File: config.mk
export PLATFORM = sky130hd
export DESIGN_NAME = uart_tx_defer
export DESIGN_NICKNAME = d
export VERILOG_FILES = /design/src/rtl/uart_tx_pkg.sv /design/src/rtl/uart_tx_ctrl.sv /design/src/rtl/uart_tx_dp.sv /design/src/rtl/uart_tx_defer.sv
export SDC_FILE = /design/constraint.sdc
export NUM_CORES = 1
export LEC_CHECK = 0
export ABC_AREA = 1
export BUFFER_PORTS_ARGS = -buffer_cell sky130_fd_sc_hd__buf_4
export CELL_PAD_IN_SITES_DETAIL_PLACEMENT = 0
export CELL_PAD_IN_SITES_GLOBAL_PLACEMENT = 2
export CORE_MARGIN = 2
export CORE_UTILIZATION = 35
export CTS_BUF_LIST = sky130_fd_sc_hd__clkbuf_4
export DETAILED_ROUTE_END_ITERATION = 16
export GPL_TIMING_DRIVEN = 0
export PLACE_DENSITY_LB_ADDON = 0.1
export SYNTH_ARGS = -nofsm -noshare
export SYNTH_HDL_FRONTEND = slang
export SYNTH_HIERARCHICAL = 1
export SYNTH_SLANG_ARGS = --single-unit
File: constraint.sdc
create_clock -name clk -period 4.07 [get_ports clk]
set_input_delay 0.407 -clock clk [delete_from_list [all_inputs] [get_ports clk]]
set_output_delay 0.407 -clock clk [all_outputs]
set_load 0.01 [all_outputs]
File: src/rtl/uart_tx_pkg.sv
package uart_tx_pkg;
  typedef enum logic [2:0] {
    SEL_IDLE, SEL_START, SEL_DATA, SEL_PARITY, SEL_STOP
  } lineSel_e;

  typedef struct packed {
    logic     loadShift;
    logic     shiftNext;
    lineSel_e lineSel;
  } txStrobe_t;
endpackage

File: src/rtl/uart_tx_ctrl.sv
module uart_tx_ctrl
  import uart_tx_pkg::*;
#(
  parameter int MIN_BITS = 5,
  parameter int MAX_BITS = 9,
  parameter int SIZE_W   = 3
) (
  input  logic              clk,
  input  logic              rstN,
  input  logic              baudTick,
  input  logic              txEnable,
  input  logic              holdValid,
  input  logic [SIZE_W-1:0] charSize,
  input  logic              parityEn,
  input  logic              twoStop,
  output txStrobe_t         strobe,
  output logic              busy,
  output logic              txDone
);
  localparam int CNT_W = $clog2(MAX_BITS);
  localparam int SPAN  = MAX_BITS - MIN_BITS;

  typedef enum logic [2:0] {ST_IDLE, ST_START, ST_DATA, ST_PARITY, ST_STOP} state_e;

  state_e           state;
  logic [CNT_W-1:0] bitCnt;
  logic [CNT_W-1:0] lastIdx;
  logic [CNT_W-1:0] sizeIdx;
  logic             parOn;
  logic             twoOn;
  logic             stopCnt;
  logic             startOk;
  logic             stopLast;

  always_comb begin
    if (int'(charSize) > SPAN) sizeIdx = CNT_W'(MAX_BITS - 1);
    else                       sizeIdx = CNT_W'(int'(charSize) + MIN_BITS - 1);
  end

  assign startOk  = txEnable && holdValid;
  assign stopLast = (stopCnt == twoOn);
  assign busy     = (state != ST_IDLE);

  always_comb begin
    strobe.loadShift = baudTick && startOk &&
                       ((state == ST_IDLE) || (state == ST_STOP && stopLast));
    strobe.shiftNext = baudTick && (state == ST_DATA);
    unique case (state)
      ST_START:  strobe.lineSel = SEL_START;
      ST_DATA:   strobe.lineSel = SEL_DATA;
      ST_PARITY: strobe.lineSel = SEL_PARITY;
      ST_STOP:   strobe.lineSel = SEL_STOP;
      default:   strobe.lineSel = SEL_IDLE;
    endcase
  end

  always_ff @(posedge clk) begin
    if (!rstN) begin
      state   <= ST_IDLE;
      bitCnt  <= '0;
      lastIdx <= '0;
      parOn   <= 1'b0;
      twoOn   <= 1'b0;
      stopCnt <= 1'b0;
      txDone  <= 1'b0;
    end else begin
      txDone <= 1'b0;
      if (strobe.loadShift) begin
        lastIdx <= sizeIdx;
        parOn   <= parityEn;
        twoOn   <= twoStop;
      end
      if (baudTick) begin
        unique case (state)
          ST_IDLE: if (startOk) state <= ST_START;
          ST_START: begin
            state  <= ST_DATA;
            bitCnt <= '0;
          end
          ST_DATA: begin
            if (bitCnt == lastIdx) begin
              state   <= parOn ? ST_PARITY : ST_STOP;
              stopCnt <= 1'b0;
            end else begin
              bitCnt <= bitCnt + 1'b1;
            end
          end
          ST_PARITY: begin
            state   <= ST_STOP;
            stopCnt <= 1'b0;
          end
          default: begin
            if (!stopLast) begin
              stopCnt <= 1'b1;
            end else begin
              state  <= startOk ? ST_START : ST_IDLE;
              txDone <= !holdValid;
            end
          end
        endcase
      end
    end
  end
endmodule

File: src/rtl/uart_tx_dp.sv
module uart_tx_dp
  import uart_tx_pkg::*;
#(
  parameter int MIN_BITS = 5,
  parameter int MAX_BITS = 9,
  parameter int SIZE_W   = 3
) (
  input  logic                clk,
  input  logic                rstN,
  input  txStrobe_t           strobe,
  input  logic                wrValid,
  input  logic [MAX_BITS-1:0] wrData,
  input  logic [SIZE_W-1:0]   charSize,
  input  logic                parityOdd,
  output logic                holdValid,
  output logic                txd
);
  logic [MAX_BITS-1:0] holdReg;
  logic [MAX_BITS-1:0] shiftReg;
  logic [MAX_BITS-1:0] sizeMask;
  logic [MAX_BITS-1:0] maskedData;
  logic                parBit;

  for (genvar i = 0; i < MAX_BITS; i++) begin : g_mask
    assign sizeMask[i] = (i < MIN_BITS) || (i - MIN_BITS < int'(charSize));
  end

  assign maskedData = holdReg & sizeMask;

  always_ff @(posedge clk) begin
    if (!rstN) begin
      holdReg   <= '0;
      holdValid <= 1'b0;
      shiftReg  <= '0;
      parBit    <= 1'b0;
    end else begin
      if (wrValid && !holdValid) begin
        holdReg   <= wrData;
        holdValid <= 1'b1;
      end
      if (strobe.loadShift) begin
        shiftReg  <= maskedData;
        parBit    <= (^maskedData) ^ parityOdd;
        holdValid <= 1'b0;
      end else if (strobe.shiftNext) begin
        shiftReg <= shiftReg >> 1;
      end
    end
  end

  always_comb begin
    unique case (strobe.lineSel)
      SEL_START:  txd = 1'b0;
      SEL_DATA:   txd = shiftReg[0];
      SEL_PARITY: txd = parBit;
      default:    txd = 1'b1;
    endcase
  end
endmodule

File: src/rtl/uart_tx_defer.sv
module uart_tx_defer
  import uart_tx_pkg::*;
#(
  parameter int MIN_BITS = 5,
  parameter int MAX_BITS = 9,
  parameter int SIZE_W   = 3
) (
  input  logic                clk,
  input  logic                rstN,
  input  logic                baudTick,
  input  logic                txEnable,
  input  logic                wrValid,
  input  logic [MAX_BITS-1:0] wrData,
  input  logic [SIZE_W-1:0]   charSize,
  input  logic                parityEn,
  input  logic                parityOdd,
  input  logic                twoStop,
  output logic                txd,
  output logic                pinOwn,
  output logic                txDone,
  output logic                holdFree
);
  txStrobe_t strobe;
  logic      holdValid;
  logic      busy;

  uart_tx_ctrl #(.MIN_BITS(MIN_BITS), .MAX_BITS(MAX_BITS), .SIZE_W(SIZE_W)) u_ctrl (
    .clk(clk), .rstN(rstN), .baudTick(baudTick), .txEnable(txEnable),
    .holdValid(holdValid), .charSize(charSize), .parityEn(parityEn),
    .twoStop(twoStop), .strobe(strobe), .busy(busy), .txDone(txDone)
  );

  uart_tx_dp #(.MIN_BITS(MIN_BITS), .MAX_BITS(MAX_BITS), .SIZE_W(SIZE_W)) u_dp (
    .clk(clk), .rstN(rstN), .strobe(strobe), .wrValid(wrValid), .wrData(wrData),
    .charSize(charSize), .parityOdd(parityOdd), .holdValid(holdValid), .txd(txd)
  );

  assign pinOwn   = txEnable || busy;
  assign holdFree = !holdValid;
endmodule

== Word-level counts from Yosys, hierarchy flattened ==
Index checks and enable logic that the tools add are counted.
Word-level totals
  flip-flop bits (word level): 35
  logic and storage cells: 75
  bits in latches: 0
  bits of input ports: 20
  memories kept: 0
  bits in read-only memories: 0
  RAM bits: 0
  output and inout port bits: 4
Operators by class
  divide/modulo/power cells: 0
  $lt $le $gt $ge: 5
  eq/ne operators: 13
  multipliers: 0
  bitwise operators: 6
  reduce and logical (&&, ||, !) cells: 21
  mux-type cells: 16
  shift operators: 0
  $add $sub $neg: 3
Operators by type and width (number)
  $pmux W3 S4: 2
  $mux W9: 2
  $eq A3 B2 Y1 const B: 4
  $mux W3: 4
  $and A9 B9 Y9: 1
  $reduce_xor A9 Y1: 1
  $mux W4: 2
  $pmux W4 S2: 1
  $reduce_and A4 Y1: 2
  $reduce_or A7 Y1: 1
  $eq A3 B1 Y1 const B: 2
  $logic_and A1 B1 Y1: 6
  $lt A1 B3 Y1 const A: 2
  $lt A2 B3 Y1 const A: 2
  $pmux W1 S3: 2
  $reduce_bool A5 Y1: 1
  $add A3 B3 Y4 const B: 1
  $add A4 B1 Y4 const B: 1
  $eq A4 B4 Y1: 1
  $ne A2 B2 Y1 const B: 2
  $not A1 Y1: 4
  $reduce_bool A2 Y1: 2
  $reduce_or A2 Y1: 2
  $sub A4 B2 Y4 const B: 1
  other kinds (12): 15

== Longest topological paths before layout ==
  depth after elaboration: 5
  depth in mapped cells: 12
  gate-level depth less buffers: 12

== Modules after synthesis ==
Netlist, hierarchy kept.
Modules (own cells, without submodules)
  uart_tx_dp: area each 1013.5 um2, cells an instance 151, times used 1, sequential area each 400.4 um2
  uart_tx_ctrl: area each 863.3 um2, cells an instance 131, times used 1, sequential area each 300.3 um2
  uart_tx_defer: area each 15.0 um2, cells an instance 4, times used 1, sequential area each 0.0 um2

== Worst setup path before layout ==
Ideal clock, no wire load.
  path type: reg2reg
  start: register u_ctrl.twoOn
  end: register u_dp.shiftReg[0]
  clock period less this slack: 1.610 ns
  arrival: 1.480 ns
  required time: 3.940 ns
  path slack: 2.460 ns
  stages on the path, launching flop included: 9
  library setup time: 0.130 ns
  path buffers: 0
  cell sequence: dfxtp_1 xor2_1 nand2_2 nand2_2 inv_2 nor2_1 inv_1 o221ai_1 a31oi_1
RTL lines
  start: declaration: RTL line uart_tx_ctrl.sv:30  | logic twoOn;
  start signal: assignment: RTL line uart_tx_ctrl.sv:71  | twoOn <= twoStop;
  end signal: assignment: RTL line uart_tx_dp.sv:42  | shiftReg <= maskedData;
  end signal: assignment: RTL line uart_tx_dp.sv:46  | shiftReg <= shiftReg >> 1;
  end: declaration: RTL line uart_tx_dp.sv:19  | logic [MAX_BITS-1:0] shiftReg;

==> results_dict.tcl <==
set metrics [dict create \
    viasPerCell 4.78 \
    drc 0 \
    grt_usage_pct 16.0 \
    slowest_delay_ns 0.44 \
    leakage_nw 1.03 \
    globalplace.congestion 0.787 \
    cp_data_required_time_ns 4.29 \
    post_synth_num_cell_types 32 \
    share_comb_of_total_power_pct 28.9 \
    critical_path_start_type "flip-flop" \
    detail_route.iter0.violations 73 \
    cpMostUsedCell "sky130_fd_sc_hd__nand2_2" \
    cts_made_buffers 5 \
    clock_path_buffers 2 \
    route.vias.total 1850 \
    die-area_sq_mm 0.00601 \
    start_util_pct 36.6 \
    area_delta_synth_final_pct 16.8 \
    die_w_um 77.5 \
    regToRegStartpoint "u_ctrl/twoOn" \
    detailed_place_hpwl_mm 3.31 \
    timing.critical_path.from "u_ctrl/twoOn" \
    seq_power_share_pct 47.3 \
    rr_endpoint "u_dp/shiftReg[0]" \
    final_period_minus_worst_setup_slack_ns 2.12 \
    firstDrtPassIters 4 \
    post_synth_instance_area_sq_mm 0.00189 \
    reg2reg_setup_slack_ns 1.95 \
    cpMaxStageDelayCell "sky130_fd_sc_hd__nor2_1" \
    final_report_hold_violation_count 0 \
    core_area_sq_mm 0.00517 \
    reg2regPathDepth 8 \
    antenna_cells 0 \
    peakVddDrop_uv 157 \
    clkSlewWorstSetupHoldPaths_ns 0.11 \
    drive_gt1_share_pct 17.7 \
    finalMaxSlewViolations 0 \
    synth-seq-area-share_pct 37.0 \
    maximum_number_of_pins_on_one_net_before_global_route_repair 11 \
    p_sw_w 0.000289 \
    final_cells 387 \
    io-pin-count 24 \
    antenna_found_initial 0 \
    cp_max_fo 10 \
    fin_worst_skew_ns 0.0144 \
    instance_count_after_placement_with_tap_cells_included 379 \
    fin_setup_tns_ns 0 \
    status "complete, no violations" \
    tritoncts_clock_tree "built" \
    clock_sink_count 35 \
    postCtsResizedCells 0 \
    report.final.setup_viol 0 \
    netSwitchingFraction_pct 34.7 \
    timing.hold.worst.class "in -> reg" \
    power_density_mw_per_mm2 377 \
    globalRouteOverflowTotal 0 \
    htree_levels 2 \
    nets 337 \
    placement_rows 26 \
    crit_path_cell_trace "xor2_1 > nand2_2 > nand2_2 > inv_2 > nor2_1 > inv_1 > o221ai_1 > a31oi_1" \
    count_of_max_cap_constraint_violations 0 \
    max_clock_freq_ghz 0.472 \
    criticalPathCategory "reg -> reg" \
    post_synth.cell_area_avg_sq_um 6.61 \
    grt_first_pass_wirelength_mm 7.69 \
    mostFrequentLayoutCells "sky130_fd_sc_hd__nand2_1, sky130_fd_sc_hd__inv_1, sky130_fd_sc_hd__dfxtp_1, sky130_fd_sc_hd__nor2_1, sky130_fd_sc_hd__buf_4" \
    synth_seq_cells 35 \
    final_common_cell "sky130_fd_sc_hd__nand2_1" \
    io_buffers 23 \
    crit_path_end_kind "flip-flop" \
    synth_nets 307 \
    yosysWarningCount 6 \
    detail_route.wl_per_cell_um 11.3 \
    drtAntennaViolNets 0 \
    p_clk_share_pct 23.8 \
    grt_setup_unrepaired "false" \
    cts_setup_buffers 0 \
    die_y_um 77.5 \
    layout.filler_cells 562 \
    post-route-period-util_pct 52.0 \
    worst_skew_pair.late_latency_ns 0.34 \
    synthCells 286 \
    internal_power_w 0.000544 \
    ctsRootBufferMaster "sky130_fd_sc_hd__clkbuf_4" \
    slew_worst_pin_ns 0.525 \
    timing.slew.headroom_pct 64.8 \
    number_of_global_route_vias_before_repair 1756 \
    number_of_hold_buffers_added_after_cts 0 \
    route.final.wire_length_mm 4.39 \
    worst_setup_path_endpoint "u_dp/shiftReg[0]" \
    crit_path_dat_ns 2.34 \
]
cell usage after synthesis (all sizes together):
cell | n | area share, %
a21oi | 22 | 5.8
nand3 | 19 | 5.8
clkbuf | 1 | 0.20
nor2 | 37 | 8.3
o211ai | 1 | 0.40
clkinv | 2 | 0.46
nand2 | 79 | 17
o221ai | 3 | 1.4
xnor2 | 1 | 0.86
a221oi | 3 | 1.4
nand3b | 2 | 0.79
buf | 3 | 0.93
o21ai | 14 | 3.7
nor3 | 3 | 1.1
dfxtp | 35 | 37
xor2 | 3 | 1.4
a211oi | 2 | 0.79
a311o | 1 | 0.53
nor4 | 1 | 0.33
nand4 | 4 | 1.3
inv | 46 | 9.1
ha | 1 | 0.66
a31oi | 3 | 0.99
kinds of logic (layout without fill, tap and decap cells):
family	Yosys count	count (layout)	synth area share (%)
flops	35	35	37.0
compound gates	49	49	15.0
xor+xnor	4	4	2.25
simple gates	145	145	34.3
fa+ha+maj	1	1	0.661
buf+inv	52	83	10.7
layer usage:
layer	GRT usage [%]	vias up	part of all wire [%]
met3	3.95	4	3.5
met2	28.2	29	49
met1	19.0	834	46
li1	-	983	-
met5	0	-	0
met4	5.36	0	0.87
worst min path at each step:
stage	end	startpoint	cells past startpoint	slack, ns
after floorplan	u_ctrl/stopCnt	u_ctrl/stopCnt	2	0.43
after global placement	u_ctrl/stopCnt	u_ctrl/stopCnt	2	0.44
after detailed placement	u_ctrl/lastIdx[2]	u_ctrl/lastIdx[2]	2	0.45
after CTS	u_dp/holdReg[8]	wrData[8]	3	0.27
after global routing	u_dp/holdReg[8]	wrData[8]	3	0.29
final	u_dp/holdReg[8]	wrData[8]	3	0.29
critical path, delay by kind of cell, from the launching register on:
family / cells / cell delay [ns]
AO/OA/AOI/OAI: 2 / 0.29
XOR/XNOR: 1 / 0.26
buffers and inverters: 2 / 0.32
flip-flops: 1 / 0.36
AND/OR/NAND/NOR: 3 / 0.78
power groups by stage:
stage                     Sequential, W  Clock [W]  Combinational [W]
after floorplan                0.000397          0           0.000175
after global placement         0.000402          0           0.000244
after detailed placement       0.000402          0           0.000244
after CTS                      0.000394   0.000210           0.000245
after global routing           0.000399   0.000222           0.000282
final                          0.000394   0.000199           0.000241
final cells by class:
class	count	area, sq um	share of cell area (%)
buffer	4	21.3	0.963
clock buffer	7	52.6	2.38
multi-input combinational	199	988	44.7
tap	70	87.6	3.96
inverter	48	181	8.21
sequential	35	701	31.7
clock inverter	1	5.00	0.227
timing repair buffer	23	173	7.81
metrics by stage:
| step | hold slack (ns) | total power [W] | area [sq um] | worst slack, ns | util, % |
|---|---|---|---|---|---|
| 3_3_place_gp | 0.443 | 0.000645 | 2150 | 1.99 | 41.6 |
| 3_5_place_dp | 0.455 | 0.000646 | 2150 | 1.96 | 41.6 |
| 5_1_grt | 0.294 | 0.000903 | 2210 | 1.72 | 42.7 |
| 4_1_cts | 0.274 | 0.000849 | 2210 | 1.94 | 42.7 |
| 6_report | 0.292 | 0.000834 | 2210 | 1.95 | 42.7 |
| 2_1_floorplan | 0.433 | 0.000572 | 1890 | 2.46 | - |
registers in the layout, indices dropped and copies added (netlist names):
register and count:
u_ctrl/bitCnt 4, u_ctrl/lastIdx 4, u_ctrl/parOn 1, u_ctrl/state 3
u_ctrl/stopCnt 1, u_ctrl/twoOn 1, u_ctrl/txDone 1, u_dp/holdReg 9
u_dp/holdValid 1, u_dp/parBit 1, u_dp/shiftReg 9
Power figures use the tool's default switching activity.
